==> src/rtl/ldo_switch_chain.sv <==
module ldo_switch_chain #(
  parameter int STAGES = 128,
  localparam int PW = $clog2(STAGES + 1)
) (
  input  logic              clk,
  input  logic              rst_n,
  input  logic              en,
  input  logic              cmp_low,
  input  logic              step,
  output logic [STAGES-1:0] sw_on,
  output logic              locked
);

  localparam logic [PW-1:0] LAST = PW'(STAGES);

  logic          en_q;
  logic          tok;
  logic [PW-1:0] pos;
  logic          dir;
  logic          dir_v;
  logic          rev_v;
  logic [PW-1:0] rev_pos;
  logic [1:0]    adj_cnt;

  logic              can_move, act, is_rev, adj, lock_now, apply;
  logic [STAGES-1:0] sw_d;

  assign can_move = cmp_low ? (pos != LAST) : (pos != '0);
  assign act      = en && en_q && tok && !locked && step && can_move;
  assign is_rev   = dir_v && (dir != cmp_low);
  assign adj      = rev_v && ((pos == rev_pos + 1'b1) || (rev_pos == pos + 1'b1));
  assign lock_now = act && is_rev && adj && (adj_cnt != 2'd0);
  assign apply    = act && !lock_now;

  for (genvar i = 0; i < STAGES; i++) begin : g_stage
    logic close_me, open_me;
    assign close_me = apply &&  cmp_low && (pos == PW'(i));
    assign open_me  = apply && !cmp_low && (pos == PW'(i + 1));
    assign sw_d[i]  = close_me ? 1'b1 : (open_me ? 1'b0 : sw_on[i]);
  end

  always_ff @(posedge clk or negedge rst_n) begin
    if (!rst_n) begin
      en_q    <= 1'b0;
      tok     <= 1'b0;
      pos     <= '0;
      dir     <= 1'b0;
      dir_v   <= 1'b0;
      rev_v   <= 1'b0;
      rev_pos <= '0;
      adj_cnt <= '0;
      locked  <= 1'b0;
      sw_on   <= '0;
    end else begin
      en_q <= en;
      if (!en) begin
        tok     <= 1'b0;
        pos     <= '0;
        dir_v   <= 1'b0;
        rev_v   <= 1'b0;
        adj_cnt <= '0;
        locked  <= 1'b0;
        sw_on   <= '0;
      end else if (!en_q) begin
        tok     <= 1'b1;
        pos     <= '0;
        dir_v   <= 1'b0;
        rev_v   <= 1'b0;
        adj_cnt <= '0;
        locked  <= 1'b0;
      end else if (lock_now) begin
        locked <= 1'b1;
      end else if (apply) begin
        sw_on <= sw_d;
        pos   <= cmp_low ? pos + 1'b1 : pos - 1'b1;
        dir   <= cmp_low;
        dir_v <= 1'b1;
        if (is_rev) begin
          rev_v   <= 1'b1;
          rev_pos <= pos;
          adj_cnt <= adj ? adj_cnt + 1'b1 : 2'd0;
        end
      end
    end
  end


  clear_on_disable_chk: assert property (@(posedge clk) disable iff (!rst_n)
    !en |=> (sw_on == '0) && !locked);


  hold_without_step_chk: assert property (@(posedge clk) disable iff (!rst_n)
    (en && !step) |=> $stable(sw_on) && $stable(locked));


  frozen_when_locked_chk: assert property (@(posedge clk) disable iff (!rst_n)
    (en && locked) |=> $stable(sw_on) && locked);


  one_bit_per_edge_chk: assert property (@(posedge clk) disable iff (!rst_n)
    en |=> ($countones(sw_on ^ $past(sw_on)) <= 1));


  thermometer_chk: assert property (@(posedge clk) disable iff (!rst_n)
    ((sw_on & (sw_on + 1'b1)) == '0));


  inject_no_change_chk: assert property (@(posedge clk) disable iff (!rst_n)
    (en && !en_q) |=> (sw_on == '0));

endmodule

==> config.mk <==
export PLATFORM = sky130hd
export DESIGN_NAME = ldo_switch_chain
export DESIGN_NICKNAME = d
export VERILOG_FILES = /design/src/rtl/ldo_switch_chain.sv
export SDC_FILE = /design/constraint.sdc
export NUM_CORES = 1
export LEC_CHECK = 0
export BUFFER_PORTS_ARGS = -buffer_cell sky130_fd_sc_hd__buf_2
export CAP_MARGIN = 20
export CORE_ASPECT_RATIO = 0.75
export CORE_MARGIN = 5
export CORE_UTILIZATION = 40
export DETAILED_ROUTE_END_ITERATION = 7
export SYNTH_ARGS = -nofsm -noshare
export SYNTH_HDL_FRONTEND = slang
export SYNTH_SLANG_ARGS = --single-unit
==> constraint.sdc <==
create_clock -name clk -period 3.1 [get_ports clk]
set_input_delay 0.62 -clock clk [delete_from_list [all_inputs] [get_ports clk]]
set_output_delay 0.62 -clock clk [all_outputs]
set_load 0.02 [all_outputs]
After elaboration in Yosys (flattened, before gate mapping):

Cells that the tools add are included.

* register bits: 152
* logic and storage cells: 1104
* output and inout bits: 129

* $add $sub $neg: 4
* eq/ne operators: 268
* muxes and demuxes: 286
* bitwise gates (word level): 1
* reduce and logical (&&, ||, !) cells: 408

Operator list (count)
* $reduce_and 4->1: 129
* $eq 8x7->1 const B: 64
* $mux 128: 4
* $ne 3x1->1 const B: 128
* $mux 1: 271
* $logic_and 1x1->1: 269
* $eq 8x6->1 const B: 32
* $eq 8x5->1 const B: 16
* $eq 8x4->1 const B: 8
* $mux 8: 5
* $eq 8x3->1 const B: 4
* $add 8x1->8 const B: 2
* $eq 8x2->1 const B: 2
* $eq 8x8->1: 2
* $mux 2: 6
* $ne 3x2->1 const B: 3
* $eq 8x1->1 const B: 1
* $eq 8x8->1 const B: 1
* $logic_not 8->1: 1
* $ne 8x8->1 const B: 1
* $reduce_bool 8->1: 1
* $sub 8x1->8 const B: 1
* $reduce_and 5->1: 1
* $ne 2x1->1 const B: 2
* 10 further kinds: 13

Longest topological paths before layout:

* depth in word-level cells: 18
* depth in mapped cells: 13
* mapped depth without buffers: 9

Least setup slack after synthesis:

OpenSTA, ideal clock, no wires.

* path kind: register to register
* from: reg pos[0]
* to: reg sw_on[66]
* clock period less this slack: 2.695 ns
* arrival time: 2.613 ns
* required time: 3.018 ns
* slack: 0.405 ns
* stages on the path, launching flop included: 13
* buffers on the path: 4
* cell sequence: dfrtp_1 > ha_1 > buf_2 > nor3b_1 > o21a_1 > o311ai_4 > nor4b_2 > a211o_1 > buf_6 > or3_4 > buf_6 > buf_6 > o22ai_1

* longest elaborated chain between the ends: 15
* elaborated cells on any way between the ends: 29
* those cells by class: add/sub: 1; eq/ne: 8; mux: 6; reduce/logical: 14

Ends and longest elaborated chain
* start: declaration: line 18 `logic [PW-1:0] pos;`
* start signal: assignment: line 75 `pos <= cmp_low ? pos + 1'b1 : pos - 1'b1;`
* $add 8x1->8, or another cell as far along: line 31 `assign adj = rev_v && ((pos == rev_pos + 1'b1) || (rev_pos == pos + 1'b1));`
* $eq 8x8->1 or $mux 1 (tied branches): line 31, 28
* $logic_or 1x1->1 or $logic_and 1x1->1 (tied branches): line 31, 29
* $logic_and 1x1->1, on equally long branches: line 31, 32
* $logic_and 1x1->1 (2 in series): line 32 `assign lock_now = act && is_rev && adj && (adj_cnt != 2'd0);`
* $logic_not 1->1: line 33 `assign apply = act && !lock_now;`
* $logic_and 1x1->1: line 33
* $logic_and 1x1->1 (2 in series): line 37 `assign close_me = apply && cmp_low && (pos == PW'(i));`
* $mux 1: line 39 `assign sw_d[i] = close_me ? 1'b1 : (open_me ? 1'b0 : sw_on[i]);`
* $mux 128: line 73 `end else if (apply) begin`
* $mux 128: line 71 `end else if (lock_now) begin`
* $mux 128: line 64 `end else if (!en_q) begin`
* $mux 128: line 56 `if (!en) begin`
* end signal: assignment: line 74 `sw_on <= sw_d;`
* end: declaration: line 10 `output logic [STAGES-1:0] sw_on,`

Parallel ways exist; a longest one is shown, timed or not. The select of a mux whose other input is x is not followed.
A chain may end at the register's enable or synchronous reset.

Worst setup path after layout:

* from: reg rev_pos[0]
* to: reg pos[1]

* longest elaborated chain between the ends: 10
* elaborated cells on any way between the ends: 12
* those cells by class: add/sub: 1; eq/ne: 4; reduce/logical: 7

Ends and longest elaborated chain
* start: declaration: line 22 `logic [PW-1:0] rev_pos;`
* start signal: assignment: line 80 `rev_pos <= pos;`
* $add 8x1->8: line 31
* $eq 8x8->1: line 31
* $logic_or 1x1->1 (*): line 31
* $logic_and 1x1->1 (*): line 31
* $logic_and 1x1->1 (*) (2 in series): line 32
* $logic_not 1->1: line 33
* $logic_and 1x1->1: line 33
* $ne 3x2->1 (no source line)
* $reduce_and 2->1 (no source line) (*)

Every way passes the cells marked *; elsewhere a longest branch is shown, timed or not.

==> results.json <==
{
  "fin_ws_ns": 0.176,
  "gr-usage-met2_pct": 31.5,
  "power.leakage_uw": 0.00413,
  "worstPathArrival_ns": 3.23,
  "wl_per_cell_um": 21.2,
  "cts_hold_buf": 0,
  "gp_congestion": 0.835,
  "cts_root_buf": "clkbuf_16",
  "vias": 7208,
  "drc": 0,
  "rsz0062_at_grt": "no",
  "insertion_delay_ns": 0.43,
  "clock-sinks": 152,
  "die-area_um2": 22400,
  "synth-edff-count": 0,
  "ys_seq_area_share_pct": 48.9,
  "pin_count": 134,
  "peakVddDrop_v": 0.000327,
  "holdWs_ns": 0.208,
  "cap_violations": 0,
  "synth_area_um2": 7780,
  "ff_latch_area_um2": 3800,
  "cp_data_required_time_ns": 3.41,
  "drtIter0Drc": 779,
  "synthCells": 849,
  "grt_pass1_vias": 6764,
  "die_h_um": 131,
  "cts_tree": "yes",
  "grt-ovfl-total": 0,
  "endpoint_kind": "flip-flop",
  "antenna_cells": 0,
  "start_util_pct": 40.4,
  "htreeDepth": 4,
  "setup_tns_ns": 0,
  "n_fill_cell": 1865,
  "met3_usage_pct": 6.74,
  "syn-num-nets": 860,
  "cts_buffers": 17,
  "worst_pin_slew_ns": 0.955,
  "ctsResizeCount": 0,
  "setup_violations": 0,
  "syn_area_per_cell_um2": 9.17,
  "relSlewSlack_pct": 36.3,
  "critical_path_class": "reg -> reg",
  "grt_usage_pct": 23.1,
  "fin_crit_sh_pct": 94.3,
  "max_freq_ghz": 0.342,
  "post-dp-hpwl_um": 17200,
  "final_cell_mix": "nand2_1 (153), dfrtp_1 (152), buf_2 (131), o211ai_1 (115), o21ai_0 (104)",
  "dr.pass1.iters": 7,
  "min_period_ns": 2.92,
  "nets": 969,
  "cts.clk_slew.worst_paths_ns": 0.06,
  "routed_via_density": 5.89,
  "cts_setup_buffers": 0,
  "multi_input_area_um2": 3520,
  "wirelength_um": 25900,
  "ys_ff_latch": 152,
  "finalPower_uw": 4390,
  "grt_busiest_layer": "met1",
  "status": "completed",
  "start_kind": "flip-flop",
  "port_buffers": 133,
  "grt_max_degree": 91,
  "antenna_found_initial": 0,
  "stdcell_area_um2": 9380,
  "ant_nets": 0,
  "hold_viol": 0,
  "layout_commonest_cell": "nand2_1",
  "synth_cell_types": 59,
  "post-place-ws_ns": 0.244,
  "placed_area_um2": 8760,
  "yosys_warnings": 0,
  "async_reset_ff_share_pct": 100,
  "ff2ff_setup_slack_ns": 0.18,
  "rows": 44,
  "coreArea_um2": 19300,
  "syn_to_final_growth_pct": 20.5,
  "slew_violations": 0,
  "worst-path-max-fanout": 46,
  "dieWidth_um": 171,
  "min_path_type": "in -> async",
  "cts_buffer_depth": 2,
  "p_per_area_nw_per_um2": 468,
  "layout-drive-gt1-share_pct": 24.3,
  "clock-skew-final_ns": 0.0117,
  "grt_pass1_wl_um": 40100,
  "met1_usage_pct": 35.9,
  "ys.flop_type": "dfrtp_1"
}
synth_stat cells, drive strengths merged (3+ instances only):
master	n	area, um^2
a21oi	10	50.1
o21ai	123	627
o22ai	14	87.6
clkbuf	53	200
mux2i	4	40.0
and3	3	18.8
nor2	47	179
o21a	3	22.5
nor3	22	110
or3	13	111
buf	35	245
xnor2	11	115
nand4	3	18.8
ha	6	75.1
o311ai	3	43.8
o211ai	115	863
xor2	7	68.8
mux2	8	90.1
nand2	153	574
nand3	14	70.1
dfrtp	152	3800
inv	9	33.8
nor3b	3	22.5
nor2b	8	57.6
final timing paths:
path,from,cells past startpoint,to
hold reg to reg,sw_on[31],2,sw_on[31]
hold / removal,rst_n,1,rev_pos[0]
setup / recovery,rev_pos[0],10,pos[1]
min in group clk,en,1,en_q
setup reg to reg,rev_pos[0],10,pos[1]
max in group asynchronous,rst_n,2,sw_on[124]
per-stage QoR:
step	std cells	utilization, %
detailed placement	1192	45.5
global placement	1192	45.5
global route	1224	48.7
floorplan	849	-
finish	1224	48.7
CTS	1224	48.7
state kept, by name, indices dropped and copies added (netlist names):
signal and cells:
adj_cnt 2, en_q 1, locked 1, dir_v 1
dir 1, pos 8, rev_pos 8, tok 1
sw_on 128, rev_v 1
power by group:
part	leakage (uW)	internal, uW	switching [uW]	total (uW)
clock	0.000302	1320	860	2180
combinational	0.00171	49.7	160	209
sequential	0.00212	1990	8.17	2000
total	0.00413	3360	1030	4390
layout make-up:
cell class              count  share of cell area, %
clock inverters             9                   1.19
inverters                   9                  0.360
repair buffers            178                   11.6
multi-input cells         600                   37.5
well taps                 253                   3.37
clock buffers              23                   5.41
flip-flops and latches    152                   40.5
worst max-delay path: stages (launching register included):
cell and delay (ns):
dfrtp_1 0.44, ha_1 0.32, o21ba_2 0.22, a221o_1 0.37, a32o_1 0.21, a211oi_1 0.21
buf_4 0.18, a211o_4 0.31, buf_12 0.27, mux2i_1 0.22, nor2_1 0.05
per-layer routing:
| metal | up-vias | wire length (um) |
|---|---|---|
| met5 | - | 0 |
| met4 | 0 | 480 |
| met3 | 34 | 2620 |
| met2 | 371 | 10800 |
| met1 | 3561 | 12100 |
| li1 | 3242 | - |
cells by family (layout without fill, tap and decap cells):
kind of cell	count (synthesis)	count (layout)	share of synthesized area [%]
AO/OA/AOI/OAI	285	285	23.6
XOR/XNOR	18	18	2.36
multiplexers	12	12	1.67
flip-flops	152	152	48.9
AND/OR/NAND/NOR	279	279	16.3
adder cells (fa/ha/maj)	6	6	0.964
buffers and inverters	97	219	6.16
(Power assumes the default switching activity.)
